`src/rtl/vfd_pkg.sv`:
```
package vfd_pkg;

    typedef enum logic [1:0] {
        ST_ADDR = 2'd0,
        ST_LOAD = 2'd1,
        ST_SHOW = 2'd2
    } scan_state_t;

    localparam int SLOT_TICKS = 16;

    // Accepted length codes: all zero, or MSB set.
    function automatic logic len_ok(input logic [3:0] code);
        return (code == 4'b0000) || code[3];
    endfunction

    function automatic logic [4:0] len_grids(input logic [3:0] code);
        return code[3] ? (5'd9 + {2'b00, code[2:0]}) : 5'd8;
    endfunction

    // Lit ticks out of SLOT_TICKS for each brightness code.
    function automatic logic [4:0] dim_ticks(input logic [2:0] code);
        logic [4:0] t;
        case (code)
            3'd0:    t = 5'd1;
            3'd1:    t = 5'd2;
            3'd2:    t = 5'd4;
            3'd3:    t = 5'd10;
            3'd4:    t = 5'd11;
            3'd5:    t = 5'd12;
            3'd6:    t = 5'd13;
            default: t = 5'd14;
        endcase
        return t;
    endfunction

endpackage

```
`src/rtl/vfd_cfg.sv`:
```
module vfd_cfg
    import vfd_pkg::*;
(
    input  logic       clk,
    input  logic       rst_n,
    input  logic [3:0] len_code,
    input  logic       len_wr,
    input  logic [2:0] dim_code,
    input  logic       disp_on,
    input  logic       ctl_wr,
    input  logic       frame_end,
    output logic [4:0] act_grids,
    output logic [4:0] act_ticks,
    output logic       lit_on
);

    logic [3:0] pend_len;
    logic [2:0] pend_dim;
    logic       len_take;

    assign len_take = len_wr && len_ok(len_code) && (len_code != pend_len);

    always_ff @(posedge clk or negedge rst_n) begin
        if (!rst_n) begin
            pend_len  <= 4'b1111;
            pend_dim  <= 3'd0;
            lit_on    <= 1'b0;
            act_grids <= 5'd16;
            act_ticks <= 5'd1;
        end else begin
            if (len_take) begin
                pend_len <= len_code;
                lit_on   <= 1'b0;
            end else if (ctl_wr) begin
                lit_on   <= disp_on;
            end
            if (ctl_wr) begin
                pend_dim <= dim_code;
            end
            if (frame_end) begin
                act_grids <= len_grids(pend_len);
                act_ticks <= dim_ticks(pend_dim);
            end
        end
    end


    len_off_chk: assert property (@(posedge clk) disable iff (!rst_n)
        (len_wr && len_ok(len_code) && (len_code != pend_len)) |=> !lit_on);


    bad_len_ignored_chk: assert property (@(posedge clk) disable iff (!rst_n)
        (len_wr && !len_ok(len_code) && !ctl_wr) |=> ($stable(lit_on) && $stable(pend_len)));


    grids_at_boundary_chk: assert property (@(posedge clk) disable iff (!rst_n)
        !frame_end |=> ($stable(act_grids) && $stable(act_ticks)));

endmodule

```
`src/rtl/vfd_scan_fsm.sv`:
```
module vfd_scan_fsm
    import vfd_pkg::*;
#(
    parameter int GRIDS    = 16,
    parameter int SEGS     = 24,
    parameter int TICK_DIV = 4,
    localparam int BPD     = SEGS / 8,
    localparam int ADDR_W  = $clog2(GRIDS * BPD),
    localparam int DIG_W   = $clog2(GRIDS),
    localparam int TICK_W  = $clog2(SLOT_TICKS)
)(
    input  logic              clk,
    input  logic              rst_n,
    input  logic [4:0]        act_grids,
    input  logic [7:0]        mem_rdata,
    output logic [ADDR_W-1:0] mem_addr,
    output logic [DIG_W-1:0]  digit,
    output logic              show,
    output logic [TICK_W-1:0] tick,
    output logic [SEGS-1:0]   seg_buf,
    output logic              frame_end
);

    localparam int IDX_W = (BPD > 1) ? $clog2(BPD) : 1;
    localparam int DIV_W = (TICK_DIV > 1) ? $clog2(TICK_DIV) : 1;

    scan_state_t state, state_nx;
    logic [IDX_W-1:0] idx;
    logic [DIV_W-1:0] div_cnt;
    logic             tick_last;
    logic             slot_done;
    logic [ADDR_W-1:0] base;
    logic [ADDR_W-1:0] offs;

    assign tick_last = (div_cnt == DIV_W'(TICK_DIV - 1));
    assign slot_done = (state == ST_SHOW) && (tick == TICK_W'(SLOT_TICKS - 1)) && tick_last;
    assign frame_end = slot_done && ({1'b0, digit} == (act_grids - 5'd1));

    // Next-state logic
    always_comb begin
        state_nx = state;
        unique case (state)
            ST_ADDR: state_nx = ST_LOAD;
            ST_LOAD: if (idx == IDX_W'(BPD - 1)) state_nx = ST_SHOW;
            ST_SHOW: if (slot_done) state_nx = ST_ADDR;
            default: state_nx = ST_ADDR;
        endcase
    end

    // State register
    always_ff @(posedge clk or negedge rst_n) begin
        if (!rst_n) state <= ST_ADDR;
        else        state <= state_nx;
    end

    // Slot counters and byte capture
    always_ff @(posedge clk or negedge rst_n) begin
        if (!rst_n) begin
            idx     <= '0;
            div_cnt <= '0;
            tick    <= '0;
            digit   <= '0;
            seg_buf <= '0;
        end else begin
            unique case (state)
                ST_ADDR: begin
                    idx     <= '0;
                    div_cnt <= '0;
                    tick    <= '0;
                end
                ST_LOAD: begin
                    seg_buf[idx*8 +: 8] <= mem_rdata;
                    idx <= idx + IDX_W'(1);
                end
                ST_SHOW: begin
                    if (tick_last) begin
                        div_cnt <= '0;
                        tick    <= tick + TICK_W'(1);
                    end else begin
                        div_cnt <= div_cnt + DIV_W'(1);
                    end
                    if (slot_done) begin
                        digit <= frame_end ? '0 : digit + DIG_W'(1);
                    end
                end
                default: ;
            endcase
        end
    end

    // Outputs
    always_comb begin
        base = ADDR_W'(int'(digit) * BPD);
        offs = '0;
        if (state == ST_LOAD && idx != IDX_W'(BPD - 1)) begin
            offs = ADDR_W'(idx) + ADDR_W'(1);
        end
        mem_addr = base + offs;
        show     = (state == ST_SHOW);
    end


    end_single_chk: assert property (@(posedge clk) disable iff (!rst_n)
        frame_end |=> !frame_end);


    addr_range_chk: assert property (@(posedge clk) disable iff (!rst_n)
        int'(mem_addr) < GRIDS * BPD);

endmodule

```
`src/rtl/vfd_out_gate.sv`:
```
module vfd_out_gate
    import vfd_pkg::*;
#(
    parameter int GRIDS   = 16,
    parameter int SEGS    = 24,
    localparam int DIG_W  = $clog2(GRIDS),
    localparam int TICK_W = $clog2(SLOT_TICKS)
)(
    input  logic              lit_on,
    input  logic              show,
    input  logic [TICK_W-1:0] tick,
    input  logic [4:0]        act_ticks,
    input  logic [DIG_W-1:0]  digit,
    input  logic [SEGS-1:0]   seg_buf,
    output logic [GRIDS-1:0]  grid_en,
    output logic [SEGS-1:0]   seg_en
);

    logic lit;

    assign lit    = lit_on && show && (5'(tick) < act_ticks);
    assign seg_en = lit ? seg_buf : '0;

    for (genvar g = 0; g < GRIDS; g++) begin : g_grid
        assign grid_en[g] = lit && (digit == DIG_W'(g));
    end

endmodule

```
`src/rtl/vfd_scan_mux.sv`:
```
module vfd_scan_mux
    import vfd_pkg::*;
#(
    parameter int GRIDS    = 16,
    parameter int SEGS     = 24,
    parameter int TICK_DIV = 4,
    localparam int BPD     = SEGS / 8,
    localparam int ADDR_W  = $clog2(GRIDS * BPD),
    localparam int DIG_W   = $clog2(GRIDS),
    localparam int TICK_W  = $clog2(SLOT_TICKS)
)(
    input  logic              clk,
    input  logic              rst_n,
    input  logic [3:0]        len_code,
    input  logic              len_wr,
    input  logic [2:0]        dim_code,
    input  logic              disp_on,
    input  logic              ctl_wr,
    output logic [ADDR_W-1:0] mem_addr,
    input  logic [7:0]        mem_rdata,
    output logic [GRIDS-1:0]  grid_en,
    output logic [SEGS-1:0]   seg_en,
    output logic              scan_end
);

    logic [4:0]        act_grids;
    logic [4:0]        act_ticks;
    logic              lit_on;
    logic [DIG_W-1:0]  digit;
    logic              show;
    logic [TICK_W-1:0] tick;
    logic [SEGS-1:0]   seg_buf;

    vfd_cfg u_cfg (
        .clk       (clk),
        .rst_n     (rst_n),
        .len_code  (len_code),
        .len_wr    (len_wr),
        .dim_code  (dim_code),
        .disp_on   (disp_on),
        .ctl_wr    (ctl_wr),
        .frame_end (scan_end),
        .act_grids (act_grids),
        .act_ticks (act_ticks),
        .lit_on    (lit_on)
    );

    vfd_scan_fsm #(.GRIDS(GRIDS), .SEGS(SEGS), .TICK_DIV(TICK_DIV)) u_fsm (
        .clk       (clk),
        .rst_n     (rst_n),
        .act_grids (act_grids),
        .mem_rdata (mem_rdata),
        .mem_addr  (mem_addr),
        .digit     (digit),
        .show      (show),
        .tick      (tick),
        .seg_buf   (seg_buf),
        .frame_end (scan_end)
    );

    vfd_out_gate #(.GRIDS(GRIDS), .SEGS(SEGS)) u_gate (
        .lit_on    (lit_on),
        .show      (show),
        .tick      (tick),
        .act_ticks (act_ticks),
        .digit     (digit),
        .seg_buf   (seg_buf),
        .grid_en   (grid_en),
        .seg_en    (seg_en)
    );


    one_grid_chk: assert property (@(posedge clk) disable iff (!rst_n)
        $onehot0(grid_en));


    seg_needs_grid_chk: assert property (@(posedge clk) disable iff (!rst_n)
        (seg_en != '0) |-> (grid_en != '0));

endmodule

```
`config.mk`:
```
export PLATFORM = sky130hd
export DESIGN_NAME = vfd_scan_mux
export DESIGN_NICKNAME = d
export VERILOG_FILES = /design/src/rtl/vfd_pkg.sv /design/src/rtl/vfd_cfg.sv /design/src/rtl/vfd_scan_fsm.sv /design/src/rtl/vfd_out_gate.sv /design/src/rtl/vfd_scan_mux.sv
export SDC_FILE = /design/constraint.sdc
export NUM_CORES = 1
export LEC_CHECK = 0
export ABC_AREA = 1
export BUFFER_PORTS_ARGS = -buffer_cell sky130_fd_sc_hd__buf_4
export CAP_MARGIN = 20
export CELL_PAD_IN_SITES_DETAIL_PLACEMENT = 1
export CELL_PAD_IN_SITES_GLOBAL_PLACEMENT = 2
export CORE_UTILIZATION = 29
export CTS_CLUSTER_DIAMETER = 80
export DETAILED_ROUTE_END_ITERATION = 16
export HOLD_SLACK_MARGIN = 0.05
export MAX_ROUTING_LAYER = met4
export PLACE_DENSITY_LB_ADDON = 0.1
export SETUP_SLACK_MARGIN = 0.05
export SKIP_LAST_GASP = 1
export SYNTH_ARGS = -nofsm -noshare
export SYNTH_HDL_FRONTEND = slang
export SYNTH_HIERARCHICAL = 1
export SYNTH_SLANG_ARGS = --single-unit
```
`constraint.sdc`:
```
create_clock -name clk -period 2.4 [get_ports clk]
set_input_delay 0.12 -clock clk [delete_from_list [all_inputs] [get_ports clk]]
set_output_delay 0.12 -clock clk [all_outputs]
set_load 0.01 [all_outputs]
```
* After elaboration in Yosys (flattened, before gate mapping)
Cells that the tools add are included.
** Storage, ports and cells
- Register bits :: 56
- Input bits :: 20
- Output and inout port bits :: 47
- Word-level logic and storage cells :: 107
** Operators by class
- Add/subtract/negate cells :: 9
- $mul :: 1
- $lt $le $gt $ge :: 1
- Equality and inequality tests :: 32
- Shifts and indexed selects :: 2
- Mux-type cells :: 16
- Reduce and logical (&&, ||, !) cells :: 35
** Operator list (count)
- $eq 4x4->1 const B :: 9
- $neg 5->34 :: 1
- $shift 8x34->24 const A :: 1
- $shiftx 8x34->24 :: 1
- $pmux 4 s7 :: 1
- $bwmux 24 :: 1
- $logic_and 1x1->1 :: 24
- $mux 24 :: 1
- $eq 4x3->1 const B :: 4
- $eq 3x3->1 const B :: 3
- $add 4x1->4 const B :: 2
- $eq 4x2->1 const B :: 2
- $logic_not 4->1 :: 2
- $mux 4 :: 2
- $pmux 2 s2 :: 2
- $pmux 4 s2 :: 1
- $add 6x6->6 :: 1
- $eq 2x2->1 const B :: 3
- $eq 3x2->1 const B :: 2
- $mul 4x2->6 const B :: 1
- $mux 2 :: 3
- $mux 6 :: 1
- $ne 2x2->1 const B :: 3
- $pmux 2 s3 :: 1
- 18 further kinds :: 24

* Logic depth before layout (Yosys ltp)
- Depth in word-level cells :: 5
- Gate-level depth with buffers :: 14
- Depth with buffers taken out :: 13

* Modules after synthesis
Netlist, hierarchy kept.
** By module, submodules not included
- vfd_scan_fsm :: instances 1, cells each 258, area each 2145.8 um2, sequential area each 950.9 um2
- vfd_cfg :: instances 1, cells each 100, area each 835.8 um2, sequential area each 432.9 um2
- vfd_out_gate :: instances 1, cells each 119, area each 635.6 um2, sequential area each 0.0 um2

* Worst setup path after synthesis
Ideal clock, no wire load.
- Kind :: flip-flop to output port
- Start :: reg u_fsm.idx[0]
- End :: out mem_addr[5]
- Arrival :: 2661 ps
- Required time :: 2280 ps
- Slack :: -381 ps
- Cell stages (with the launch flop) :: 12
- Path buffers :: 2
- Cells stage by stage :: dfrtp_1 > inv_1 > ha_1 > buf_2 > buf_1 > nand2_1 > fa_1 > inv_1 > ha_1 > inv_1 > fa_1 > o21ai_0
** On the way
- Word-level cells in the longest chain between the ends :: 4
- Elaborated cells between the ends (all ways) :: 5
- Classes of those cells :: 2 x add/sub; 1 x eq/ne; 1 x mux; 1 x reduce/logical
** RTL lines
- from (decl) :: RTL line vfd_scan_fsm.sv:28 : logic [IDX_W-1:0] idx;
- from (signal assigned) :: RTL line vfd_scan_fsm.sv:73 : idx <= idx + IDX_W'(1);
- parallel branches: the longest is 2 deep, another holds $add 2x1->3
- $mux 6 (*) :: RTL line vfd_scan_fsm.sv:95 : if (state == ST_LOAD && idx != IDX_W'(BPD - 1)) begin
- $add 6x6->6 (*) :: RTL line vfd_scan_fsm.sv:98 : mem_addr = base + offs;
- to (decl) :: RTL line vfd_scan_mux.sv:19 : output logic [ADDR_W-1:0] mem_addr,
Mark *: on every way between the ends.

* Worst setup path in the final report
- Start :: reg u_fsm.idx[1]
- End :: out mem_addr[2]
The elaborated chain is that of the path after synthesis.

==> run_results.csv <==
group,metric,value,unit
outcome,status,"finished with violations",
outcome,failed_checks,"setup timing",
final_layout,final_nets,612,
drt,wl,9480,um
worst_setup_path,path_delay_family,"adder cells",
drt,drcViolationCount,0,
placement,place_congestion,0.753,
cts,cts_sinks,55,
worst_setup_path,rrSetupSlack,0.42,ns
power,switching_share,24.9,%
drt,drtIter0Drc,127,
power,leakagePower,2.43,nW
final_layout,regArea,1390,um^2
sta,rsz0062_at_grt,"yes",
floorplanning,initial_utilization,30.0,%
logic_synthesis,synth_nets,520,
power,comb_power_share,12.4,%
power,p_per_area,440,nW/um^2
logic_synthesis,synth_flop_cell,"dfrtp_1",
final_layout,n_fill_cell,1488,
worst_setup_path,worstPathRequired,2.28,ns
floorplanning,dieHeight,114,um
sta,fin_crit_sh,108,%
floorplanning,placementRows,40,
worst_setup_path,rr_startpoint,"u_cfg/act_grids[0]$_DFFE_PN0P_",
placement,dp_hpwl,7340,um
logic_synthesis,postSynthCellCount,477,
placement,io_buffers,66,
final_layout,synthToLayoutAreaGrowth,32.1,%
job,maxCapViolations,0,
logic_synthesis,yosys-top-cells-count,"nand2_1, inv_1, dfrtp_1",
power,internal-power,1.58,mW
global_routing,grt_max_degree,56,
logic_synthesis,seq_area_frac_synth,38.3,%
worst_setup_path,rr_endpoint,"u_cfg/act_ticks[3]$_DFFE_PN0P_",
worst_setup_path,cp_cell_sequence,"inv_2 -> ha_4 -> nand2_2 -> fa_1 -> inv_2 -> ha_4 -> inv_2 -> fa_2 -> inv_2 -> buf_6",
sta,setup_viol,4,
worst_setup_path,cp-end-kind,"primary output",
drt,dr.pass1.iters,4,
sta,finClkSkew,0.0114,ns
power,pwr-share-clk,39.4,%
worst_setup_path,reg2regPathDepth,13,
cts,tritoncts,"yes",
cts,path_clk_slew,0.07,ns
cts,cts-buffers-inserted,5,
min_path,hold_path_depth,2,
logic_synthesis,ys_seq_elements,55,
sta,fin_tns_setup,-0.610,ns
cts,clock-root-buffer,"clkbuf_16",
global_routing,antenna_found_initial,0,
sta,clock.fmax,388,MHz
logic_synthesis,synth_edf_count,0,
power,total_power,2.10,mW
final_layout,drive_above_1_share,31.2,%
floorplanning,die_w,114,um
global_routing,track_usage,16.3,%
worst_setup_path,startpoint_type,"register",
logic_synthesis,synth_top_cell_by_area,"dfrtp_1",
final_layout,multiInputGateArea,1940,um^2
min_path,hold_start,"ctl_wr",
worst_setup_path,critPathArrivalTime,2.46,ns
logic_synthesis,synth_top_area_share,33.9,%
min_path,min-delay-path-class,"in2reg",
cts,htreeDepth,2,
global_routing,grt_pass1_vias,3368,
power,ir_worst_vdd,237,uV
sta,finalHoldViolations,0,
min_path,min_to,"u_cfg/pend_dim[1]$_DFFE_PN0P_",
power,power_frac_seq,48.2,%
logic_synthesis,synth_cell_types,37,
sta,period_needed,2.58,ns
sta,tightest_slew,0.726,ns
floorplanning,num_io_pins,67,
logic_synthesis,synth_warnings,6,
global_routing,grt_pass1_wl,16300,um
logic_synthesis,syn_area,3620,um^2
floorplanning,die_area,12900,um^2
logic_synthesis,synth.most_common_cell,"nand2_1",
placement,pre_cts_slack,-0.0827,ns
worst_setup_path,cp_common_cell,"inv_2",
final_layout,antennaDiodeCount,0,
drt,via_count,3315,
floorplanning,core,12100,um^2
logic_synthesis,synth_area_per_cell,7.58,um^2
sta,drv_slew,0,
power,p_sw,523,uW
worst_setup_path,slowest_delay,0.52,ns
worst_setup_path,slowest_stage,"fa_2",
global_routing,overflow,0,
drt,vias_per_cell,4.49,
sta,slew_headroom,51.6,%
worst_setup_path,crit_start,"u_fsm/idx[1]$_DFFE_PN0P_",
worst_setup_path,worstPathMaxFanout,3,
sta,setup_ws,-0.180,ns
worst_setup_path,setup.worst_path.class,"reg2out",
drt,wl_per_cell,12.8,um
logic_synthesis,synthTopCellsByArea,"dfrtp_1, nand2_1, inv_1",
cts,cts_buffer_depth,2,
drt,drtAntennaViolNets,0,
worst_setup_path,worst-path-buf-inv,5,
logic_synthesis,async_flop_share,100,%
cts,clock_latency,0.30,ns
## registers in the layout (all words and copies together), names as in the netlist
register / count
u_cfg/act_grids: 5
u_fsm/idx: 2
u_fsm/digit: 4
u_cfg/pend_dim: 3
u_cfg/pend_len: 4
u_fsm/tick: 4
u_cfg/act_ticks: 4
u_fsm/state: 2
u_cfg/lit_on: 1
u_fsm/seg_buf: 24
u_fsm/div_cnt: 2
## area by class of cell
type / instances / area share [%]
tap: 168 / 4.40
sequential: 55 / 29.0
inverter: 86 / 6.76
timing repair buffer: 96 / 15.9
clock inverter: 1 / 0.629
clock buffer: 7 / 2.78
multi-input combinational: 325 / 40.5
## power by group through the flow
stage | registers (mW) | logic (mW) | clock network (mW)
floorplan | 1.02 | 0.154 | 0
global placement | 1.03 | 0.249 | 0
detailed placement | 1.03 | 0.254 | 0
CTS | 1.01 | 0.265 | 0.861
global route | 1.02 | 0.298 | 0.889
finish | 1.01 | 0.261 | 0.827
## per-layer routing
layer	share of wire (%)	up-vias	track usage, %
met4	0.90	0	3.95
met5	0	-	-
met3	2.8	8	2.44
met1	46	1589	20.2
met2	50	51	28.0
li1	-	1667	-
## kinds of logic (layout without fill, tap and decap cells)
logic type	after synthesis	count (layout)	share of synthesized area (%)
simple gates	244	244	32.4
buf+inv	97	190	11.3
flops	55	55	38.3
compound gates	52	52	8.09
fa+ha+maj	23	23	8.58
xor+xnor	4	4	0.969
other cells	1	1	0.104
mux	1	1	0.277
## cell usage in the layout, fill, tap and decap left out, drive strengths merged, types with 3 or more instances in the layout
cell,Yosys,final
clkbuf,1,7
nor2,71,71
nand2,125,125
nand4,16,16
ha,20,20
o31ai,3,3
a21oi,10,10
dfrtp,49,49
buf,10,90
nand3,28,28
inv,86,86
dlygate4sd3,0,6
o21ai,34,34
fa,3,3
dfstp,6,6
## how the worst max path moves through the flow
stage | slack, ns | endpoint | cells after the start
after detailed placement | -0.08 | mem_addr[2] | 11
final | -0.18 | mem_addr[2] | 10
after global routing | -0.26 | mem_addr[2] | 11
after global placement | -0.002 | mem_addr[2] | 11
after floorplan | -0.05 | mem_addr[3] | 11
after CTS | -0.25 | mem_addr[2] | 10
## metrics by stage
step                      utilization (%)  hold slack [ns]  area, um^2  instances
after global routing                 39.6           0.0669        4780        738
after CTS                            39.1           0.0540        4710        733
after floorplan                         -           -0.176        3660        477
after global placement               36.3            0.227        4370        714
final                                39.6           0.0625        4780        738
after detailed placement             36.3            0.231        4370        714
## repair_timing
item	4_1_cts	5_1_grt
endpoints found under the hold margin	52	0
buffers inserted	5	5
gates resized for setup	15	8
pin swaps	11	3
setup endpoints to repair	4	45
hold buffers	6	0
Note: power is estimated with default switching activity, not from simulation.
